<file path="src/rtl/gpio_port.sv">
module gpio_port #(
  parameter int W          = 8,
  parameter int AW         = 3,
  parameter logic [7:0] ANA_RST = 8'h2F
) (
  input  logic          clk,
  input  logic          rst_n,
  input  logic [AW-1:0] bus_addr,
  input  logic [W-1:0]  bus_wdata,
  input  logic          bus_wr,
  input  logic          bus_rd,
  output logic [W-1:0]  bus_rdata,
  input  logic          osc_claim,
  input  logic [W-1:0]  pad_in,
  output logic [W-1:0]  pad_oe,
  output logic [W-1:0]  pad_out,
  output logic [W-1:0]  slew_ctl
);
  localparam logic [AW-1:0] A_PIN = AW'(0);
  localparam logic [AW-1:0] A_DIR = AW'(1);
  localparam logic [AW-1:0] A_LAT = AW'(2);
  localparam logic [AW-1:0] A_ANA = AW'(3);
  localparam logic [AW-1:0] A_SLW = AW'(4);
  localparam logic [W-1:0]  KEEP_LOW = {2'b00, {(W-2){1'b1}}};

  logic [W-1:0] dir_q, lat_q, ana_q, slw_q;
  logic [W-1:0] meta_q, sync_q;
  logic [W-1:0] osc_mask, pin_view;

  always_ff @(posedge clk or negedge rst_n) begin
    if (!rst_n) begin
      meta_q <= '0;
      sync_q <= '0;
    end else begin
      meta_q <= pad_in;
      sync_q <= meta_q;
    end
  end

  always_ff @(posedge clk or negedge rst_n) begin
    if (!rst_n) begin
      dir_q <= '1;
      lat_q <= '0;
      ana_q <= W'(ANA_RST);
      slw_q <= '0;
    end else if (bus_wr) begin
      case (bus_addr)
        A_PIN, A_LAT: lat_q <= bus_wdata;
        A_DIR:        dir_q <= bus_wdata;
        A_ANA:        ana_q <= bus_wdata;
        A_SLW:        slw_q <= bus_wdata;
        default:      ;
      endcase
    end
  end

  assign osc_mask = osc_claim ? KEEP_LOW : '1;
  assign pin_view = sync_q & ~ana_q & osc_mask;

  assign pad_oe   = ~dir_q & osc_mask;
  assign pad_out  = lat_q;
  assign slew_ctl = slw_q;

  always_comb begin
    bus_rdata = '0;
    if (bus_rd) begin
      case (bus_addr)
        A_PIN:   bus_rdata = pin_view;
        A_DIR:   bus_rdata = dir_q & osc_mask;
        A_LAT:   bus_rdata = lat_q & osc_mask;
        A_ANA:   bus_rdata = ana_q;
        A_SLW:   bus_rdata = slw_q;
        default: bus_rdata = '0;
      endcase
    end
  end
endmodule

</file>
<file path="config.mk">
export PLATFORM = sky130hd
export DESIGN_NAME = gpio_port
export DESIGN_NICKNAME = d
export VERILOG_FILES = /design/src/rtl/gpio_port.sv
export SDC_FILE = /design/constraint.sdc
export NUM_CORES = 1
export LEC_CHECK = 0
export BUFFER_PORTS_ARGS = -buffer_cell sky130_fd_sc_hd__buf_2
export CORE_MARGIN = 2
export CORE_UTILIZATION = 55
export CTS_CLUSTER_SIZE = 20
export DETAILED_ROUTE_END_ITERATION = 16
export PLACE_DENSITY = 0.83
export SLEW_MARGIN = 25
export SYNTH_ARGS = -nofsm -noshare
export SYNTH_HDL_FRONTEND = slang
export SYNTH_SLANG_ARGS = --single-unit
</file>
<file path="constraint.sdc">
create_clock -name clk -period 2.9 [get_ports clk]
set_clock_uncertainty 0.1 [all_clocks]
set_input_delay 0.435 -clock clk [delete_from_list [all_inputs] [get_ports clk]]
set_output_delay 0.435 -clock clk [all_outputs]
set_load 0.02 [all_outputs]
</file>
==> results by group, run 1 <==
Die
  • Die Y-Extent: ~65 µm
  • Initial core utilization: 0.567
  • Die width: roughly 65 µm
  • Row count: 22
  • Full die area: 4250 µm²
  • Num ports: 56
  • Core Region: 3630 µm²

Status
  • Run status: completed

Final layout
  • Design Area, Final: ~2500 µm²
  • Net count, final: 235
  • Share of post-route cells with drive strength above 1: 0.491
  • Antenna cells: 0
  • Commonest non-fill, non-tap cell in the layout: buf_2
  • Area delta synth->final: 18.9%
  • Most frequent cells in the layout: buf_2 (55), dfrtp_1 (35), mux2_2 (24)

CTS
  • # hold bufs at CTS: 0
  • Clock tree buffer depth: 2
  • CTS Sinks: 48
  • Worst skew pair latency: 0.29 ns
  • CTS root buffer: clkbuf_8
  • CTS clk-pin slew, worst paths: roughly 0.08 ns
  • Postcts setup bufs: 0
  • TritonCTS buffer count: 5
  • H-Tree Depth: 2
  • Post-CTS Resized: 0
  • CTS tree: built

Synth
  • Synth Instances: about 160
  • Netlist cell types: 22
  • Synth top area cells: dfrtp_1 (42%), dfstp_2 (17%), mux2_2 (13%)
  • Leading area contributor after synthesis: dfrtp_1
  • Synth Warn #: 0
  • Synth top area share: 0.425
  • Avg Cell Area, Syn: about 13 µm²
  • Mapped Area: 2060 µm²
  • Flop and latch count out of synthesis: 48
  • Sequential fraction of the synthesis area: 0.590
  • Syn Nets: 180

Route
  • DRT iter0 DRCs: 100
  • DR WL/cell: about 15 µm
  • Drt drc: 0
  • DR vias: 1,431
  • Via/cell ratio: about 5.5
  • DRT Pass-1 Iters: 4
  • Final antenna-violating net count: 0
  • Post-Route WL: 3970 µm

Timing
  • Worst-margin pin slew: 0.607 ns
  • Hold Slack: 0.0287 ns
  • Post-layout min period: 2.34 ns
  • Crit share post-route: 0.808
  • Setup_tns: 0 ns
  • RSZ-0062 raised after global routing: no
  • Fmax: 427 MHz
  • Final hold violations: 0
  • Slew headroom: 0.595
  • Setup Viol. Count Final: 0
  • Pins Over Slew Limit: 0

Place
  • Placed Area: 2340 µm²
  • HPWL Detailed: approximately 2800 µm
  • Port Buffer Count: 55
  • Gpl congestion: 0.782

Global route
  • First-pass GRT wire length: 6390 µm
  • Global route overflow: 0
  • Tot GR Track Use: 0.204
  • Vias in the first global route: about 1,300
  • Largest net degree at the start of global routing: 30
  • Initial antenna violation count: 0

Worst setup path
  • Max Fanout on Critical Path: 29
  • Reg2Reg Depth: 2
  • Worst Path Required: 2.37 ns
  • R2R Setup Slk: 1.97 ns
  • R2R Path Start: dir_q[5]$_DFFE_PN1P_
  • Critical path capture point type: output port
  • End of the critical path: bus_rdata[3]
  • RR Endpoint: dir_q[5]$_DFFE_PN1P_
  • Worst Setup SP: bus_addr[0]
  • Critical setup path kind: input port to output port
  • CP Data Arrival Time: ~1.8 ns
  • Startpoint Class: input port

Run
  • Max-Cap Viols: 0

Pwr
  • Power Density: 702 nW/µm²
  • Peak supply drop: 0.000554 V
  • Lkg Pwr: between 0.001 and 0.0015 µW

Hold path
  • Hold Path Class: input port to asynchronous set/reset pin
synthesized netlist by cell type (all sizes together):
master,n
o21ai,10
nand2,14
and3,2
nand4b,1
buf,7
clkbuf,2
and4bb,1
nor2b,2
a32o,10
nor3b,1
nor2,11
dfstp,13
mux2,24
dfrtp,35
and3b,1
inv,8
a221o,8
mux2i,6
how the worst min path moves through the flow:
| stage | from | endpoint | slack [ns] |
|---|---|---|---|
| 2_1_floorplan | rst_n | ana_q[4]$_DFFE_PN0P_ | 0.04 |
| 3_3_place_gp | meta_q[5]$_DFF_PN0_ | sync_q[5]$_DFF_PN0_ | 0.23 |
| 3_5_place_dp | meta_q[4]$_DFF_PN0_ | sync_q[4]$_DFF_PN0_ | 0.24 |
| 4_1_cts | rst_n | pad_out[2]$_DFFE_PN0P_ | 0.03 |
| 5_1_grt | rst_n | pad_out[6]$_DFFE_PN0P_ | 0.05 |
| 6_report | rst_n | pad_out[6]$_DFFE_PN0P_ | 0.03 |
cell families after synthesis:
group / count (synthesis) / share of synthesized area
compound gates: 28 / 0.112
mux: 30 / 0.160
buf+inv: 17 / 0.0479
flops: 48 / 0.590
simple gates: 33 / 0.0898
worst max-delay path, cell delays in order:
cell and delay [ns]:
buf_2 0.48, nor2_1 0.16, and3_1 0.32, a32o_1 0.24
buf_2 0.16
registers in the layout, summed over array words and instances (netlist names):
signal and cells:
ana_q 8, dir_q 8, meta_q 8, pad_out 8, slew_ctl 8, sync_q 8
metrics by stage:
stage	total power, µW	setup slack [ns]	util	instances
final	1720	0.555	0.675	260
after global routing	1820	0.462	0.675	260
after CTS	1740	0.557	0.675	260
after detailed placement	1280	0.559	0.645	252
after global placement	1260	0.591	0.645	252
after floorplan	1130	1.01	-	156
report_power, final:
part	internal (µW)	switching, µW	total [µW]	leakage, µW
combinational	166	220	386	0.000554
sequential	803	72.2	875	0.000550
clock	256	203	459	0.0000552
layout make-up:
cell class / count / area (µm²)
sequential: 48 / 1220
fill: 307 / 1180
multi-input combinational: 91 / 746
timing repair buffer: 57 / 290
clock buffer: 6 / 72.6
tap: 48 / 60.1
clock inverter: 2 / 35.0
inverter: 8 / 30.0
routing by layer:
layer,GRT usage,up-vias,part of all wire
met5,0,-,0
met4,0.0547,0,0.0083
met3,0.0616,4,0.055
met2,0.332,48,0.50
met1,0.267,711,0.44
li1,-,668,-
No activity file was read; power rests on OpenSTA's default activity.
==> inputs of run 2 (changes only) <==
--- a/config.mk
+++ b/config.mk
@@ -7,10 +7,10 @@
 export LEC_CHECK = 0
 export BUFFER_PORTS_ARGS = -buffer_cell sky130_fd_sc_hd__buf_2
 export CORE_MARGIN = 2
-export CORE_UTILIZATION = 55
+export CORE_UTILIZATION = 46
 export CTS_CLUSTER_SIZE = 20
 export DETAILED_ROUTE_END_ITERATION = 16
-export PLACE_DENSITY = 0.83
+export PLACE_DENSITY = 0.74
 export SLEW_MARGIN = 25
 export SYNTH_ARGS = -nofsm -noshare
 export SYNTH_HDL_FRONTEND = slang
==> constraint.sdc (replaced) <==
create_clock -name clk -period 1.9 [get_ports clk]
set_clock_uncertainty 0.1 [all_clocks]
set_input_delay 0.285 -clock clk [delete_from_list [all_inputs] [get_ports clk]]
set_output_delay 0.285 -clock clk [all_outputs]
set_load 0.02 [all_outputs]
==> results by group, run 2 (synthesized netlist as in run 1, its figures left out) <==
Route
  • DRT Pass-1 Iters: 4
  • DRT iter0 DRCs: slightly below 90
  • Final antenna-violating net count: 0
  • Post-Route WL: 4560 µm
  • DR vias: 1,504
  • Via/cell ratio: 5.19
  • DR WL/cell: 15.7 µm
  • Drt drc: 0

Worst setup path
  • Max Fanout on Critical Path: 2
  • Startpoint Class: flip-flop
  • Critical path capture point type: output port
  • CP Data Arrival Time: 1.59 ns
  • Crit-path slowest cell: dfstp_2
  • Worst Path Required: 1.51 ns
  • Critical setup path kind: flip-flop to output port
  • Crit path largest cell delay: roughly 0.55 ns
  • R2R Setup Slk: 0.96 ns
  • CP Cell Sequence: nor2_2, a221o_1, a32o_2, buf_6

CTS
  • Worst skew pair latency: 0.29 ns
  • CTS root buffer: clkbuf_8
  • CTS Sinks: 48
  • CTS tree: built
  • TritonCTS buffer count: 5
  • H-Tree Depth: 2
  • Clock tree buffer depth: 2
  • CTS clk-pin slew, worst paths: approximately 0.08 ns

Timing
  • Post-layout min period: slightly below 2 ns
  • Final hold violations: 0
  • Fmax: 507 MHz
  • Crit share post-route: 1.04
  • RSZ-0062 raised after global routing: yes
  • Setup Viol. Count Final: 5
  • Fin worst setup slack: -0.0731 ns
  • Worst-margin pin slew: 0.443 ns
  • Pins Over Slew Limit: 0
  • Setup_tns: -0.275 ns
  • Slew headroom: 0.705

Global route
  • First-pass GRT wire length: about 7500 µm
  • Tot GR Track Use: 0.194
  • Largest net degree at the start of global routing: 31
  • Vias in the first global route: 1,588
  • Global route overflow: 0
  • Initial antenna violation count: 0

Place
  • Port Buffer Count: 55
  • Placed Area: 2470 µm²
  • Gpl congestion: 0.816
  • Placed Cells: 269
  • HPWL Detailed: 3090 µm

Final layout
  • Share of post-route cells with drive strength above 1: 0.529
  • Net count, final: 261
  • Final std cells w/o fill: 290
  • Commonest non-fill, non-tap cell in the layout: buf_2
  • Antenna cells: 0
  • Area delta synth->final: 32.4%
  • Design Area, Final: about 2700 µm²
  • Most frequent cells in the layout: buf_2 (48), dfrtp_1 (35), mux2_2 (24)
  • Final core occ: 0.631

Pwr
  • Peak supply drop: 0.000509 V
  • Overall power consumption: between 2000 and 3000 µW
  • Power Density: approximately 960 nW/µm²
  • Lkg Pwr: 0.00132 µW

Die
  • Num ports: 56
  • Die Y-Extent: roughly 71 µm
  • Row count: 24
  • Core Region: 4320 µm²
  • Full die area: 5030 µm²
  • Initial core utilization: 0.477
  • Die width: 71.0 µm

Run
  • Max-Cap Viols: 0

Hold path
  • Hold Path Class: input port to flip-flop

Status
  • Run status: finished with violations
  • Failing checks: negative setup slack
-- run 2: changes by cell type in the layout (fill, tap and decap cells not counted), moves of 2 or more --
cell           before  now
buf_12              0    2
buf_2              55   48
buf_4               2   17
a32o_1             10    5
dlygate4sd3_1       0    9
a32o_2              0    5
buf_6               0    6
-- run 2: per-stage QoR --
| step | setup slack, ns | hold slack, ns |
|---|---|---|
| after floorplan | 0.309 | -0.111 |
| after global placement | 0.0396 | 0.156 |
| after detailed placement | 0.0263 | 0.162 |
| after CTS | -0.0839 | 0.115 |
| after global routing | -0.124 | 0.129 |
| final | -0.0731 | 0.119 |
-- run 2: worst paths after layout --
path / startpoint / end / depth (start not counted)
setup reg to reg: dir_q[5]$_DFFE_PN1P_ / dir_q[5]$_DFFE_PN1P_ / 2
hold / removal: bus_wdata[0] / dir_q[0]$_DFFE_PN1P_ / 3
min in group asynchronous: rst_n / slew_ctl[7]$_DFFE_PN0P_ / 2
max in group asynchronous: rst_n / dir_q[5]$_DFFE_PN1P_ / 3
hold reg to reg: meta_q[0]$_DFF_PN0_ / sync_q[0]$_DFF_PN0_ / 0
setup / recovery: ana_q[2]$_DFFE_PN1P_ / bus_rdata[2] / 4
-- run 2: layout make-up --
type                            instances  area, µm²
Sequential cell                        48       1220
Inverter                                8       30.0
Clock buffer                            8       90.1
Fill cell                             361       1590
Timing Repair Buffer                   83        573
Multi-Input combinational cell         91        754
Tap cell                               52       65.1
-- run 2: per-layer routing --
layer / global-route usage / part of all wire / vias to the layer above
met1: 0.257 / 0.45 / 736
li1: - / - / 723
met5: 0 / 0 / -
met4: 0.0734 / 0.0081 / 0
met3: 0.0541 / 0.051 / 5
met2: 0.307 / 0.49 / 40
-- run 2: worst max-delay path: cells and delay by family, from the launching register on --
family,cells,cell delay (ns)
AO/OA/AOI/OAI,2,0.58
buffers and inverters,1,0.13
flip-flops,1,0.55
AND/OR/NAND/NOR,1,0.04
-- run 2: repair_timing --
item	4_1_cts	5_1_grt
gates resized for setup	14	5
endpoints found under the setup margin	5	7
pin swaps	9	2
buffers inserted	4	0
hold buffers	9	0
endpoints found under the hold margin	22	0
-- run 2: power by group --
group	internal, µW	switching (µW)
registers	1220	105
clock network	297	320
logic	321	364
==> inputs of run 3 (changes only) <==
--- a/config.mk
+++ b/config.mk
@@ -7,10 +7,10 @@
 export LEC_CHECK = 0
 export BUFFER_PORTS_ARGS = -buffer_cell sky130_fd_sc_hd__buf_2
 export CORE_MARGIN = 2
-export CORE_UTILIZATION = 46
+export CORE_UTILIZATION = 45
 export CTS_CLUSTER_SIZE = 20
 export DETAILED_ROUTE_END_ITERATION = 16
-export PLACE_DENSITY = 0.74
+export PLACE_DENSITY = 0.73
 export SLEW_MARGIN = 25
 export SYNTH_ARGS = -nofsm -noshare
 export SYNTH_HDL_FRONTEND = slang
==> results by group, run 3 (synthesized netlist as in run 1, its figures left out) <==
Global route
  • Initial antenna violation count: 0
  • Vias in the first global route: ~1,600
  • Global route overflow: 0
  • Largest net degree at the start of global routing: 49
  • Tot GR Track Use: 0.195
  • First-pass GRT wire length: 7560 µm

Final layout
  • Design Area, Final: 2700 µm²
  • Commonest non-fill, non-tap cell in the layout: buf_2
  • Antenna cells: 0
  • Share of post-route cells with drive strength above 1: 0.527
  • Final std cells w/o fill: 289
  • Net count, final: 260
  • Most frequent cells in the layout: buf_2 (49), dfrtp_1 (35), mux2_2 (24)
  • Area delta synth->final: 31.1%

Place
  • Placed Area: around 2500 µm²
  • Port Buffer Count: between 50 and 60
  • Post-place setup slack: 0.0394 ns
  • HPWL Detailed: between 3000 and 4000 µm
  • Gpl congestion: about 0.73
  • Placed Cells: approximately 270

Pwr
  • Sw Pwr: 792 µW
  • Overall power consumption: 2630 µW
  • Internal: 1840 µW
  • Peak supply drop: 0.000585 V
  • Clock share of power: 0.235
  • Power share of the sequential group: 0.507
  • Switch share: 0.301
  • Power share of the combinational group: 0.258
  • Power Density: 972 nW/µm²
  • Lkg Pwr: 0.00130 µW

Worst setup path
  • Worst Path Required: 1.51 ns
  • Crit-path slowest cell: dfstp_2
  • CP Buf/Inv Count: 1
  • Crit path largest cell delay: about 0.54 ns
  • CP Data Arrival Time: 1.58 ns
  • CP Cell Sequence: nor2_2, a221o_1, a32o_2, buf_6
  • Max Fanout on Critical Path: 2
  • Critical setup path kind: flip-flop to output port
  • Crit-path leading delay family: compound AO/OA/AOI/OAI gates
  • Critical path capture point type: output port
  • Startpoint Class: flip-flop

Timing
  • Pins Over Slew Limit: 0
  • Slew headroom: 0.610
  • Setup Viol. Count Final: 5
  • Post-layout min period: just under 2 ns
  • Worst-margin pin slew: slightly below 0.6 ns
  • Crit share post-route: 1.03
  • Final hold violations: 0
  • RSZ-0062 raised after global routing: yes
  • Fmax: 509 MHz
  • Fin worst setup slack: -0.0637 ns

CTS
  • Worst skew pair latency: 0.30 ns
  • CTS Sinks: 48
  • CTS clk-pin slew, worst paths: 0.08 ns
  • H-Tree Depth: 2
  • CTS tree: built
  • Clock tree buffer depth: 2
  • TritonCTS buffer count: 5
  • CTS root buffer: clkbuf_8

Die
  • Row count: 24
  • Die width: slightly above 70 µm
  • Initial core utilization: 0.470
  • Full die area: slightly above 5000 µm²
  • Die Y-Extent: 71.7 µm
  • Num ports: 56
  • Core Region: 4380 µm²

Route
  • Drt drc: 0
  • Via/cell ratio: a little over 5
  • Post-Route WL: 4580 µm
  • Final antenna-violating net count: 0
  • DRT Pass-1 Iters: 4
  • DR vias: between 1,000 and 1,500
  • DRT iter0 DRCs: 107
  • DR WL/cell: 15.8 µm

Status
  • Failing checks: negative setup slack
  • Run status: finished with violations

Hold path
  • Hold Path Class: input port to flip-flop

Run
  • Max-Cap Viols: 0
## run 3: cell count changes in the layout (fill, tap and decap cells not counted), sizes merged
cell / before / now
buf: 73 / 72
## run 3: power by group through the flow
stage	clock network [µW]	registers, µW	logic [µW]
6_report	617	1330	679
5_1_grt	677	1360	738
4_1_cts	636	1330	684
3_5_place_dp	0	1360	622
3_3_place_gp	0	1350	608
2_1_floorplan	0	1410	315
## run 3: path summary, 6_finish.rpt
kind                                 startpoint                      end  slack, ns  cells past startpoint
min in group asynchronous                 rst_n      sync_q[6]$_DFF_PN0_       0.50                      3
min                                bus_wdata[4]     dir_q[4]$_DFFE_PN1P_       0.12                      3
min reg2reg                 meta_q[4]$_DFF_PN0_      sync_q[4]$_DFF_PN0_       0.25                      0
max                        ana_q[1]$_DFFE_PN1P_             bus_rdata[1]      -0.06                      4
max in group asynchronous                 rst_n  slew_ctl[2]$_DFFE_PN0P_       0.80                      3
max reg2reg                dir_q[2]$_DFFE_PN1P_     dir_q[2]$_DFFE_PN1P_       0.88                      2
## run 3: routing by layer
metal  share of wire  vias to the layer above  wire, µm  global-route usage
met5               0                        -         0                   0
met4           0.013                        0        61              0.0629
met3           0.045                        5       208              0.0534
met2            0.48                       37      2220               0.303
met1            0.46                      726      2090               0.268
li1                -                      723         -                   -
## run 3: stage by stage
step,hold WS [ns],utilization,setup TNS (ns)
after floorplan,-0.111,-,0
after global placement,0.233,0.559,0
after detailed placement,0.236,0.559,0
after CTS,0.119,0.615,-0.332
after global routing,0.139,0.617,-0.509
final,0.125,0.617,-0.263
## run 3: final cells by class
class                   instances  area [µm²]
inverters                       8        30.0
repair buffers                 82         547
clock buffers                   8        90.1
multi-input cells              91         754
well taps                      52        65.1
fillers                       364        1680
flip-flops and latches         48        1220
## run 3: tightest hold or removal path, delay by kind of cell
| kind | cells | cell delay (ns) |
|---|---|---|
| compound gates | 1 | 0.06 |
| buf+inv | 1 | 0.12 |
| simple gates | 1 | 0.05 |
## run 3: what timing repair did
item,CTS,global route
setup endpoints to repair,5,7
gates resized for setup,13,4
hold buffers,9,0
pin swaps,9,0
hold endpoints to repair,43,0
setup buffers,4,0
